<file path="config.mk">
export PLATFORM = sky130hd
export DESIGN_NAME = rx_thr_fifo
export DESIGN_NICKNAME = d
export VERILOG_FILES = /design/src/rtl/rx_thr_fifo.sv
export SDC_FILE = /design/constraint.sdc
export NUM_CORES = 1
export LEC_CHECK = 0
export ABC_AREA = 1
export ABC_CLOCK_PERIOD_IN_PS = 2600
export BUFFER_PORTS_ARGS = -buffer_cell sky130_fd_sc_hd__buf_2
export CAP_MARGIN = 5
export CELL_PAD_IN_SITES_DETAIL_PLACEMENT = 0
export CELL_PAD_IN_SITES_GLOBAL_PLACEMENT = 2
export CORE_AREA = 10 10 109 209
export CTS_CLUSTER_DIAMETER = 200
export DETAILED_ROUTE_END_ITERATION = 6
export DIE_AREA = 0 0 119 219
export GPL_TIMING_DRIVEN = 0
export PLACE_DENSITY_LB_ADDON = 0.1
export SYNTH_ARGS = -nofsm -noshare
export SYNTH_HDL_FRONTEND = slang
export SYNTH_SLANG_ARGS = --single-unit
</file>
<file path="constraint.sdc">
create_clock -name clk -period 2.6 [get_ports clk]
set_clock_uncertainty 0.1 [all_clocks]
set_input_delay 0.26 -clock clk [delete_from_list [all_inputs] [get_ports clk]]
set_output_delay 0.26 -clock clk [all_outputs]
set_load 0.03 [all_outputs]
</file>
<file path="src/rtl/rx_thr_fifo.sv">
module rx_thr_fifo #(
  parameter int DEPTH = 8,
  parameter int DW    = 9
) (
  input  logic                         clk,
  input  logic                         rst_n,
  input  logic                         rx_valid,
  input  logic [DW-1:0]                rx_data,
  input  logic                         rx_perr,
  input  logic                         rx_nerr,
  input  logic                         rx_ferr,
  input  logic                         host_rd,
  input  logic                         ovr_clr,
  input  logic [2:0]                   thr_code,
  input  logic                         thr_ie,
  output logic                         hold_valid,
  output logic [DW-1:0]                hold_data,
  output logic                         hold_perr,
  output logic                         hold_nerr,
  output logic                         hold_ferr,
  output logic [$clog2(DEPTH+2)-1:0]   fill,
  output logic                         thr_flag,
  output logic                         thr_irq,
  output logic                         ovr_flag
);
  localparam int CAP = DEPTH + 1;
  localparam int PW  = $clog2(CAP);
  localparam int FW  = $clog2(DEPTH + 2);
  localparam int EW  = DW + 3;

  logic [EW-1:0] mem [CAP];
  logic [PW-1:0] wp, rp;
  logic [FW-1:0] cnt, lvl;
  logic          ovr_q;

  wire is_full  = (cnt == FW'(CAP));
  wire do_pop   = host_rd && (cnt != '0);
  wire do_push  = rx_valid && (!is_full || do_pop);
  wire lose     = rx_valid && is_full && !do_pop;

  function automatic logic [PW-1:0] nxt(input logic [PW-1:0] p);
    return (p == PW'(CAP - 1)) ? '0 : p + 1'b1;
  endfunction

  always_comb begin
    case (thr_code)
      3'd0:    lvl = FW'(DEPTH / 8);
      3'd1:    lvl = FW'(DEPTH / 4);
      3'd2:    lvl = FW'(DEPTH / 2);
      3'd3:    lvl = FW'(3 * DEPTH / 4);
      3'd4:    lvl = FW'(7 * DEPTH / 8);
      default: lvl = FW'(DEPTH);
    endcase
  end

  always_ff @(posedge clk) begin
    if (do_push) mem[wp] <= {rx_data, rx_perr, rx_nerr, rx_ferr};
  end

  always_ff @(posedge clk) begin
    if (!rst_n) begin
      wp    <= '0;
      rp    <= '0;
      cnt   <= '0;
      ovr_q <= 1'b0;
    end else begin
      if (do_push) wp <= nxt(wp);
      if (do_pop)  rp <= nxt(rp);
      if (do_push && !do_pop)      cnt <= cnt + 1'b1;
      else if (do_pop && !do_push) cnt <= cnt - 1'b1;
      if (lose)         ovr_q <= 1'b1;
      else if (ovr_clr) ovr_q <= 1'b0;
    end
  end

  assign hold_valid = (cnt != '0);
  assign hold_data  = hold_valid ? mem[rp][EW-1:3] : '0;
  assign hold_perr  = hold_valid & mem[rp][2];
  assign hold_nerr  = hold_valid & mem[rp][1];
  assign hold_ferr  = hold_valid & mem[rp][0];
  assign fill       = cnt;
  assign thr_flag   = (cnt >= lvl);
  assign thr_irq    = thr_ie & thr_flag;
  assign ovr_flag   = ovr_q;

  AST_FILL_BOUND: assert property (@(posedge clk) disable iff (!rst_n)
    cnt <= FW'(CAP));

  AST_FILL_STEP: assert property (@(posedge clk) disable iff (!rst_n)
    1'b1 |=> ((cnt == $past(cnt)) || (cnt == $past(cnt) + 1'b1) || (cnt == $past(cnt) - 1'b1)));

  AST_OVR_CAUSE: assert property (@(posedge clk) disable iff (!rst_n)
    $rose(ovr_q) |-> $past(rx_valid && !host_rd && cnt == FW'(CAP)));

  AST_OVR_CLEARS: assert property (@(posedge clk) disable iff (!rst_n)
    (ovr_clr && !rx_valid) |=> !ovr_flag);

  AST_IRQ_GATED: assert property (@(posedge clk) disable iff (!rst_n)
    thr_irq |-> (thr_ie && hold_valid));

  AST_EMPTY_READ: assert property (@(posedge clk) disable iff (!rst_n)
    (host_rd && !rx_valid && cnt == '0) |=> (cnt == '0));

  AST_FULL_SWAP: assert property (@(posedge clk) disable iff (!rst_n)
    (host_rd && rx_valid && cnt == FW'(CAP)) |=> (cnt == FW'(CAP) && $stable(ovr_q)));
endmodule

</file>
# Word level (Yosys, flattened, before mapping)
# Memories as Yosys holds them, arrays and structs flattened. A register that Yosys moved wholly into a read port is not among the register bits.
# Index checks and enable logic that the tools add are counted.
word_totals:
  output_inout_bits: 20
  latchBits: 0
  memories: 1
  mem_bits_rw: 108
  elab_cells: 47
  romBits: 0
  input_bits: 21
  regBits: 13
mem_list:
  columns: ["memory", "depth", "width", "rd", "rd_clocked_by_memory_dff", "write_ports", "line_no", "rtl"]
  rows:
  - ["mem", 9, 12, 1, 1, 1, "31", "logic [EW-1:0] mem [CAP];"]
classes:
  n_bitwise: 4
  multipliers: 0
  n_addsub: 4
  n_eq_ne: 7
  n_div: 0
  n_reduce_logical: 14
  order_cmp: 1
  n_shift: 0
  n_mux: 12
op_table:
  columns: ["operator", "count"]
  rows:
  - ["2-to-1 mux 4 bit", 6]
  - ["case mux 4 bit (5 select lines)", 1]
  - ["adder 4 x 1 -> 4 bit, second input constant", 3]
  - ["== test 4 bit, second input constant", 3]
  - ["2-to-1 mux 9 bit", 1]
  - ["== test 3 x 2 -> 1 bit, second input constant", 2]
  - ["logical AND 1 bit", 6]
  - ["AND 1 bit", 4]
  - ["greater-or-equal comparator 4 bit", 1]
  - ["2-to-1 mux 1 bit", 4]
  - ["nonzero test 2 bit", 2]
  - ["nonzero test 4 bit", 1]
  - ["subtractor 4 x 1 -> 4 bit, second input constant", 1]
  - ["== test 3 x 1 -> 1 bit, second input constant", 1]
  - ["== test 3 bit, second input constant", 1]
  - ["zero test 1 bit", 3]
  - ["zero test 3 bit", 1]
  - ["logical OR 1 bit", 1]

# Longest topological paths before layout
depth:
  depth_word: 8
  mapped_depth: 13

# Worst setup path after synthesis
# No wires, ideal clock.
synth_timing:
  path_type: "register to register"
  start: "register cnt[1] (netlist: fill[1])"
  end: "memory mem[4][0] (netlist name) (enable)"
  period_less_slack_ps: 2378
  arrival_ps: 1881
  slack_ps: 222
  n_path_buf: 1
  stages_incl_launch_ff: 6
  cell_sequence: "dfxtp_1 nor2_2 nand2_2 nand2_2 buf_6 nor3_1"
synth_via:
  elab_chain_len: 6
  elab_cells_between_ends: 8
  cone_classes: "eq/ne: 1; mux: 2; reduce/logical: 5"
synth_rtl:
  columns: ["element", "line_no", "rtl"]
  rows:
  - ["start: declaration", "33", "logic [FW-1:0] cnt, lvl;"]
  - ["start signal: assignment", "69", "if (do_push && !do_pop) cnt <= cnt + 1'b1;"]
  - ["start signal: assignment", "70", "else if (do_pop && !do_push) cnt <= cnt - 1'b1;"]
  - ["== test 4 bit or nonzero test 4 bit (tied branches)", "36, 37", null]
  - ["zero test 1 bit or logical AND 1 bit (tied branches)", "38, 37", null]
  - ["logical OR 1 bit (*)", "38", "wire do_push = rx_valid && (!is_full || do_pop);"]
  - ["logical AND 1 bit (*)", "38", null]
  - ["2-to-1 mux 1 bit (*)", "57", "if (do_push) mem[wp] <= {rx_data, rx_perr, rx_nerr, rx_ferr};"]
  - ["2-to-1 mux 1 bit (implied by the code) (*)", "57", null]
  - ["end: declaration", "31", null]
# Every way passes the cells marked *; elsewhere a longest branch is shown, timed or not.

==> out/metrics.yaml <==
status:
  run_status: "finished, final reports clean"
routing:
  drt-wirelength-per-cell_um: 19.4
  ant_nets: 0
  finalWirelength_mm: 16.1
  vias: 3725
  detail_route.vias_per_cell: 4.48
  dr.pass1.iters: 4
  drtIter0Drc: 201
  drcViolationCount: 0
layout:
  fin_util: 0.345
  syn_to_final_growth_pct: 23.6
  layout_common_cells: "nand2_1, edfxtp_1, nand3_1, buf_2, inv_1"
  final_common_cell: "nand2_1"
  layout-drive-gt1-share: 0.206
  nets: 595
  n_antenna_cell: 0
  fillers: 1976
setup_path:
  critPathMaxFanout: 10
  required_ns: 2.24
  crit_type: "register to output pin"
  critical_path_arrival_ns: 2.08
  critical_path.endpoint_type: "output pin"
  ff2ff_path_depth: 12
  cp-start-kind: "register"
logic_synthesis:
  synth_flop_cell: "edfxtp_1"
  synthArstFlopShare: 0
  syn-num-nets: 526
  ys_warn_count: 0
  yosysSeqAreaShare: 0.667
  syn_inst: 491
  synth-seq-cells: 125
  syn_avg_cell_area_um2: 10.9
  synth-edff-count: 108
  syn_area_um2: 5380
  ys_types: 26
floorplanning:
  die_w_um: 119
  io_pins: 41
  die_area_um2: 26100
  fp.dieH_um: 219
  initial_core_util: 0.279
  core-area_um2: 19300
  fp-row-count: 72
global_routing:
  met3_usage: 0.0211
  grt.overflow.total: 0
  grt_pass1_wl_mm: 24.0
  grt_pass1_vias: 3964
  use_met1: 0.122
  grt.total_usage: 0.128
  antenna_found_initial: 0
  busiest_layer: "met2"
  grtUsageMet2: 0.247
  grt_max_degree: 17
sta:
  period_minus_slack_ns: 2.44
  finalSetupViolCount: 0
  tightest_slew_ns: 0.836
  finalHoldViolCount: 0
  slew_headroom: 0.440
  drv_slew: 0
  timing.fmax_ghz: 0.410
  post-route-period-util: 0.938
clock_tree:
  cts_tree: "done"
  clk_pin_slew_ns: 0.06
  post-cts-setup-buffer-count: 0
  clkLatencyLatePin_ns: 0.42
  htreeDepth: 4
  cts-root-buf: "clkbuf_16"
  cts_buffer_depth: 2
  cts_made_buffers: 17
  cts.sinks: 125
place:
  dp_hpwl_mm: 11.6
  gp_congestion: 0.762
  port_buffers: 40
flow_run:
  cap_violations: 0
power:
  power_density_nw_per_um2: 1040
  total_power_mw: 6.89
  leakagePower_nw: 2.62
  vdd_drop_max_v: 0.000475
min_path:
  hold_path_depth: 3
  hold_class: "input port to register"
routing by layer:
layer  vias to the layer above  part of all wire
met4                         0             0.040
met2                        81              0.58
met3                        30             0.026
li1                       1830                 -
met5                         -                 0
met1                      1784              0.36
layout make-up:
type / instances / area, um2 / area share
Clock inverter: 8 / 50.0 / 0.00753
Tap cell: 259 / 324 / 0.0488
Inverter: 37 / 139 / 0.0209
Multi-Input combinational cell: 308 / 1580 / 0.238
Clock buffer: 24 / 526 / 0.0791
Buffer: 21 / 124 / 0.0186
Sequential cell: 125 / 3590 / 0.540
Timing Repair Buffer: 50 / 312 / 0.0469
cells in the mapped netlist, types with 6 or more instances:
cell type / n / area [um2]
nor3_1: 6 / 30.0
dfxtp_1: 17 / 340
nand3_1: 96 / 480
o21a_1: 12 / 90.1
inv_1: 36 / 135
o21ai_0: 9 / 45.0
nor2_1: 15 / 56.3
ha_1: 13 / 163
edfxtp_1: 108 / 3240
a21oi_1: 8 / 40.0
nand2_1: 133 / 499
buf_2: 10 / 50.1
stage by stage:
| step | cell area [um2] | TNS [ns] | instances | worst slack, ns | hold slack, ns |
|---|---|---|---|---|---|
| floorplan | 5380 | 0 | 491 | 0.222 | 0.259 |
| global placement | 5900 | -63.74 | 790 | -0.882 | 0.354 |
| detailed placement | 6040 | -0.00332 | 799 | -0.00332 | 0.364 |
| CTS | 6630 | 0 | 832 | 0.0224 | 0.0254 |
| global route | 6640 | -0.00104 | 832 | -0.00104 | 0.0453 |
| finish | 6640 | 0 | 832 | 0.160 | 0.0418 |
path summary, 6_finish.rpt:
check,from,end,slack [ns]
worst max-delay path,register,hold_data[0],0.16
worst min-delay path,rx_valid,ovr_flag,0.04
worst max register to register,fill[1],fill[3],0.25
worst min register to register,ovr_flag,ovr_flag,0.37
critical path, cell delays in order (launching register included):
cell	delay, ns
dfxtp_1	0.29
buf_2	0.17
inv_1	0.21
buf_2	0.36
nand3_1	0.14
nand3_1	0.11
nand3_1	0.10
nand2_1	0.09
inv_1	0.03
buf_2	0.16
cells by family after synthesis:
family | Yosys count | share of synthesized area
flops | 125 | 0.667
fa+ha+maj | 14 | 0.0340
buf+inv | 58 | 0.0484
simple gates | 257 | 0.206
compound gates | 33 | 0.0382
xor+xnor | 4 | 0.00652
where the power goes:
group	total (mW)	internal, mW	switching [mW]	leakage, nW
Combinational	2.22	0.677	1.55	1.21
Clock	2.28	1.41	0.871	0.287
Sequential	2.38	2.29	0.0960	1.12
registers in the layout, summed over array words and instances (netlist names), named ones only:
signal / flops
rp: 4
wp: 4
mem: 108
fill: 4
ovr_flag: 1
timing repair:
action                                  CTS  global route
hold buffers                              1             0
endpoints found under the setup margin   12             5
endpoints found under the hold margin     1             0
resized for setup                         3             6
(Power assumes the default switching activity.)
